$ cat src/rtl/cntwait_pkg.sv
package cntwait_pkg;

  typedef enum logic [2:0] {
    WS_IDLE   = 3'd0,
    WS_OPER_A = 3'd1,
    WS_OPER_B = 3'd2,
    WS_CMP    = 3'd3,
    WS_SETTLE = 3'd4,
    WS_WRITE  = 3'd5
  } wstate_e;

  // Number of cycles from the accepted start to the first compare.
  localparam int FIRST_CMP_CYCLE = 3;
  // Cycles from the matching compare to the writeback cycle.
  localparam int RELEASE_DELAY   = 2;

  function automatic logic is_stalling(wstate_e s);
    return (s == WS_OPER_A) || (s == WS_OPER_B) ||
           (s == WS_CMP)    || (s == WS_SETTLE);
  endfunction

  function automatic logic can_accept(wstate_e s);
    return (s == WS_IDLE) || (s == WS_WRITE);
  endfunction

endpackage

$ cat src/rtl/cntwait_operands.sv
module cntwait_operands #(
  parameter int CW = 32
) (
  input  logic          clk,
  input  logic          rst_n,
  input  logic          load,
  input  logic [CW-1:0] dst,
  input  logic [CW-1:0] src,
  output logic [CW-1:0] tgt_q,
  output logic [CW-1:0] inc_q,
  output logic [CW-1:0] sum_q
);

  function automatic logic [CW-1:0] next_target(logic [CW-1:0] t, logic [CW-1:0] p);
    logic [CW:0] wide;
    wide = {1'b0, t} + {1'b0, p};
    return wide[CW-1:0];
  endfunction

  always_ff @(posedge clk or negedge rst_n) begin
    if (!rst_n) begin
      tgt_q <= '0;
      inc_q <= '0;
      sum_q <= '0;
    end else if (load) begin
      tgt_q <= dst;
      inc_q <= src;
      sum_q <= next_target(dst, src);
    end
  end

endmodule

$ cat src/rtl/cntwait_compare.sv
module cntwait_compare #(
  parameter int CW = 32
) (
  input  logic          en,
  input  logic [CW-1:0] cnt,
  input  logic [CW-1:0] tgt,
  output logic          hit
);

  function automatic logic exact_match(logic [CW-1:0] a, logic [CW-1:0] b);
    return ((a ^ b) == '0);
  endfunction

  always_comb hit = en && exact_match(cnt, tgt);

endmodule

$ cat src/rtl/cntwait_ctrl.sv
module cntwait_ctrl
  import cntwait_pkg::*;
(
  input  logic    clk,
  input  logic    rst_n,
  input  logic    start,
  input  logic    hit,
  output wstate_e state,
  output logic    accept,
  output logic    cmp_en,
  output logic    stall,
  output logic    wb_en
);

  wstate_e state_nx;

  always_comb begin
    accept = start && can_accept(state);
    cmp_en = (state == WS_CMP);
    stall  = is_stalling(state);
    wb_en  = (state == WS_WRITE);
  end

  always_comb begin
    state_nx = state;
    unique case (state)
      WS_IDLE:   if (accept) state_nx = WS_OPER_A;
      WS_OPER_A: state_nx = WS_OPER_B;
      WS_OPER_B: state_nx = WS_CMP;
      WS_CMP:    if (hit) state_nx = WS_SETTLE;
      WS_SETTLE: state_nx = WS_WRITE;
      WS_WRITE:  state_nx = accept ? WS_OPER_A : WS_IDLE;
      default:   state_nx = WS_IDLE;
    endcase
  end

  always_ff @(posedge clk or negedge rst_n) begin
    if (!rst_n) state <= WS_IDLE;
    else        state <= state_nx;
  end

endmodule

$ cat src/rtl/cntwait_unit.sv
module cntwait_unit
  import cntwait_pkg::*;
#(
  parameter int CW = 32
) (
  input  logic          clk,
  input  logic          rst_n,
  input  logic          start,
  input  logic [CW-1:0] cnt,
  input  logic [CW-1:0] dst,
  input  logic [CW-1:0] src,
  output logic          stall,
  output logic          wb_en,
  output logic [CW-1:0] wb_data
);

  wstate_e       state;
  logic          accept;
  logic          cmp_en;
  logic          hit;
  logic          in_settle;
  logic [CW-1:0] tgt_q;
  logic [CW-1:0] inc_q;
  logic [CW-1:0] sum_q;

  cntwait_ctrl u_ctrl (
    .clk    (clk),
    .rst_n  (rst_n),
    .start  (start),
    .hit    (hit),
    .state  (state),
    .accept (accept),
    .cmp_en (cmp_en),
    .stall  (stall),
    .wb_en  (wb_en)
  );

  cntwait_operands #(.CW(CW)) u_ops (
    .clk   (clk),
    .rst_n (rst_n),
    .load  (accept),
    .dst   (dst),
    .src   (src),
    .tgt_q (tgt_q),
    .inc_q (inc_q),
    .sum_q (sum_q)
  );

  cntwait_compare #(.CW(CW)) u_cmp (
    .en  (cmp_en),
    .cnt (cnt),
    .tgt (tgt_q),
    .hit (hit)
  );

  always_comb begin
    in_settle = (state == WS_SETTLE);
    wb_data   = wb_en ? sum_q : '0;
  end

endmodule

$ cat config.mk
export PLATFORM = sky130hd
export DESIGN_NAME = cntwait_unit
export DESIGN_NICKNAME = d
export VERILOG_FILES = /design/src/rtl/cntwait_pkg.sv /design/src/rtl/cntwait_operands.sv /design/src/rtl/cntwait_compare.sv /design/src/rtl/cntwait_ctrl.sv /design/src/rtl/cntwait_unit.sv
export SDC_FILE = /design/constraint.sdc
export NUM_CORES = 1
export LEC_CHECK = 0
export ABC_AREA = 1
export BUFFER_PORTS_ARGS = -buffer_cell sky130_fd_sc_hd__buf_2
export CORE_MARGIN = 2
export CORE_UTILIZATION = 50
export DETAILED_ROUTE_END_ITERATION = 6
export PLACE_DENSITY_LB_ADDON = 0.2
export RECOVER_POWER = 50
export SLEW_MARGIN = 20
export SYNTH_ARGS = -nofsm -noshare
export SYNTH_HDL_FRONTEND = slang
export SYNTH_SLANG_ARGS = --single-unit
$ cat constraint.sdc
create_clock -name clk -period 1.5 [get_ports clk]
set_clock_uncertainty 0.2 [all_clocks]
set_input_delay 0.15 -clock clk [delete_from_list [all_inputs] [get_ports clk]]
set_output_delay 0.15 -clock clk [all_outputs]
set_load 0.05 [all_outputs]
==> results.sh <==
export IMPL_pwr_share_clk=0.132
export IMPL_synth_seq_area_share=0.305
export IMPL_power_switching_w=0.00506
export IMPL_wl_per_cell_um=16.6
export IMPL_route_detailed_drc=4
export IMPL_switching_share=0.456
export IMPL_clkSlewWorstSetupHoldPaths_ps=90
export IMPL_synth_edf_count=0
export IMPL_min_period_ps=2100
export IMPL_numCtsBuffers=9
export IMPL_r2r_end="u_ops.sum_q[6]$_DFFE_PN0P_"
export IMPL_synth_area_leader_cell="dfrtp_1"
export IMPL_crit_chain="inv_2 -> nand2_4 -> nor2_4 -> inv_6 -> buf_4 -> a21oi_4 -> buf_12 -> inv_4 -> buf_4 -> o21ai_0"
export IMPL_pwr_share_seq=0.294
export IMPL_regToRegSetupSlack_ps=-600
export IMPL_worst_setup_path_start_kind="flop"
export IMPL_area_delta_synth_final_pct=54.9
export IMPL_violations="design-rule violations, negative setup slack"
export IMPL_cp_num_buf_inv=6
export IMPL_dp_hpwl_mm=13.6
export IMPL_rows=38
export IMPL_antenna_found_initial=0
export IMPL_fp_dieW_um=109
export IMPL_drt_iter0_drc=750
export IMPL_critPathMostFrequentCell="buf_4"
export IMPL_syn_inst=901
export IMPL_worstMarginPinSlew_ps=623
export IMPL_ys_flop_type="dfrtp_1"
export IMPL_cap_violations=0
export IMPL_cts_root_buf="clkbuf_8"
export IMPL_htreeDepth=3
export IMPL_peakVddDrop_v=0.00144
export IMPL_fin_tns_setup_ps=-48590
export IMPL_holdPathEnd="u_ops.sum_q[1]$_DFFE_PN0P_"
export IMPL_async_flop_share=1.00
export IMPL_grt_pass1_vias=6582
export IMPL_slew_violations=0
export IMPL_grt_pass1_wl_mm=31.4
export IMPL_slew_limit_headroom=0.585
export IMPL_rr_startpoint="u_ctrl.state[1]$_DFFE_PN0P_"
export IMPL_required_ps=1550
export IMPL_grt_max_degree=68
export IMPL_port_buffers=132
export IMPL_num_vias=7149
export IMPL_hold_viol=0
export IMPL_syn_area_mm2=0.00550
export IMPL_cp_top_family="buffers and inverters"
export IMPL_vias_per_cell=5.38
export IMPL_gp_congestion=0.942
export IMPL_yosys_top_cells_area="dfrtp_1 (30%), nand2_1 (26%), inv_1 (10%)"
export IMPL_crit_fanout=8
export IMPL_outcome="finished, violations left"
export IMPL_setup_viol=101
export IMPL_clockBufferDepth=2
export IMPL_cpPeakStageDelay_ps=400
export IMPL_whs_ps=86.3
export IMPL_pwr_share_comb=0.574
export IMPL_yosysMostFrequentCell="nand2_1"
export IMPL_overflow=0
export IMPL_nNetsFinal=1315
export IMPL_synth_seq_cells=67
export IMPL_internal_power_w=0.00602
export IMPL_wl_mm=22.1
export IMPL_pwr_density_cell_mw_per_mm2=1300
export IMPL_worstHoldStart="src[1]"
export IMPL_period_share=1.40
export IMPL_crit_arrival_ps=2150
export IMPL_syn_area_per_cell_um2=6.11
export IMPL_hold_path_class="primary input to flop"
export IMPL_yosys_area_top_type_share=0.305
export IMPL_cellLeakagePower_nw=4.76
export IMPL_drtPass1Iterations=7
export IMPL_drive_gt1_frac=0.274
export IMPL_r2r_cells=10
export IMPL_syn_num_nets=1032
export IMPL_grtUsageTotal=0.345
export IMPL_post_place_ws_ps=-469
export IMPL_crit_type="flop to flop"
export IMPL_clk_latency_ps=350
export IMPL_yosys_warnings=0
export IMPL_end_kind="flop"
export IMPL_hold_path_cell_count=4
export IMPL_slowest_stage="dfrtp_1"
export IMPL_diodes=0
export IMPL_cts_sinks=67
export IMPL_fillers=727
export IMPL_die_h_um=109
export IMPL_start_util=0.510
export IMPL_ioPinCount=133
export IMPL_core_mm2=0.0108
export IMPL_cts_tree="yes"
export IMPL_grt_setup_unrepaired="yes"
export IMPL_setup_slack_ps=-601
export IMPL_antenna_left=0
export IMPL_synth_common_cells="nand2_1 (383), inv_1 (150), nor2_1 (91)"
export IMPL_ys_types=27
export IMPL_clock_fmax_ghz=0.476
export IMPL_die_area_mm2=0.0119
-- metal layers --
layer / track usage / part of all wire
met1: 0.444 / 0.38
met2: 0.574 / 0.46
met3: 0.0574 / 0.10
met4: 0.146 / 0.051
met5: 0 / 0.0014
-- worst reg2reg max path, stage by stage (launching register included) --
cell and delay (ps):
dfrtp_1 400, inv_2 100, nand2_4 60, nor2_4 200, inv_6 100, buf_4 160, a21oi_4 140, buf_12 150
inv_4 70, buf_4 170, o21ai_0 250
-- logic make-up (layout without fill, tap and decap cells) --
| logic type | count (synthesis) | count (layout) | synth area share |
|---|---|---|---|
| adder cells (fa/ha/maj) | 32 | 32 | 0.0741 |
| AO/OA/AOI/OAI | 56 | 56 | 0.0555 |
| XOR/XNOR | 41 | 41 | 0.0653 |
| buffers and inverters | 170 | 458 | 0.119 |
| flip-flops | 67 | 67 | 0.305 |
| AND/OR/NAND/NOR | 535 | 535 | 0.382 |
-- how the worst max path moves through the flow --
stage,start,to,slack (ps),depth (start not counted)
after detailed placement,src[0],u_ops.sum_q[24]$_DFFE_PN0P_,-470,11
after global placement,dst[17],u_ops.sum_q[27]$_DFFE_PN0P_,-480,11
after global routing,u_ctrl.state[1]$_DFFE_PN0P_,u_ops.sum_q[6]$_DFFE_PN0P_,-670,10
final,u_ctrl.state[1]$_DFFE_PN0P_,u_ops.sum_q[6]$_DFFE_PN0P_,-600,10
after floorplan,u_ctrl.state[1]$_DFFE_PN0P_,u_ops.tgt_q[21]$_DFFE_PN0P_,-380,10
after CTS,u_ctrl.state[1]$_DFFE_PN0P_,wb_data[11],-400,7
-- power groups by stage --
| stage | sequential, W | combinational, W | clock (W) |
|---|---|---|---|
| global placement | 0.00314 | 0.00474 | 0 |
| global route | 0.00332 | 0.00681 | 0.00151 |
| floorplan | 0.00306 | 0.00342 | 0 |
| detailed placement | 0.00318 | 0.00484 | 0 |
| CTS | 0.00314 | 0.00552 | 0.00143 |
| finish | 0.00326 | 0.00636 | 0.00146 |
-- state kept, by name (all words and copies together), names as in the netlist --
register      count
u_ops.sum_q      32
u_ctrl.state      3
u_ops.tgt_q      32
-- placed cells by master (no fill, tap or decap), types with 2 or more instances in the layout --
master	count
clkbuf_8	10
xnor2_1	39
nor2_1	58
o21ai_2	2
xor2_1	2
inv_2	2
inv_6	3
nand3b_1	2
buf_6	21
buf_12	5
nor2_4	32
nand3_1	43
o21ai_1	7
a21oi_2	2
a21oi_1	21
nor2_2	2
nand2_4	4
o22ai_1	3
dlygate4sd3_1	35
nor3_1	4
nand4_1	3
ha_1	31
buf_16	4
a21oi_4	2
or2_2	2
o21ai_0	15
buf_4	106
clkinvlp_4	3
nand3_2	4
o21bai_1	3
buf_8	17
dfrtp_1	67
nand2_2	2
buf_2	97
inv_1	150
nand2_1	377
-- layout make-up --
type	count	area [µm²]	share of cell area
Inverter	154	586	0.0687
Sequential cell	67	1680	0.197
Clock buffer	10	138	0.0162
Tap cell	140	175	0.0206
Multi-Input combinational cell	664	3500	0.411
Timing Repair Buffer	288	2390	0.281
Clock inverter	6	48.8	0.00573
-- through the flow --
step / power [W] / util / std cells / area [µm²]
2_1_floorplan: 0.00648 / - / 901 / 5810
3_3_place_gp: 0.00789 / 0.681 / 1260 / 7350
3_5_place_dp: 0.00801 / 0.681 / 1260 / 7350
4_1_cts: 0.0101 / 0.773 / 1323 / 8350
5_1_grt: 0.0116 / 0.790 / 1329 / 8520
6_report: 0.0111 / 0.790 / 1329 / 8520
-- repair_timing --
item,4_1_cts,5_1_grt
setup endpoints to repair,101,101
setup buffers,8,5
gates cloned,4,1
resized for setup,88,36
hold buffers,35,0
pin swaps,8,8
hold endpoints to repair,102,0
Note: power is estimated with default switching activity, not from simulation.
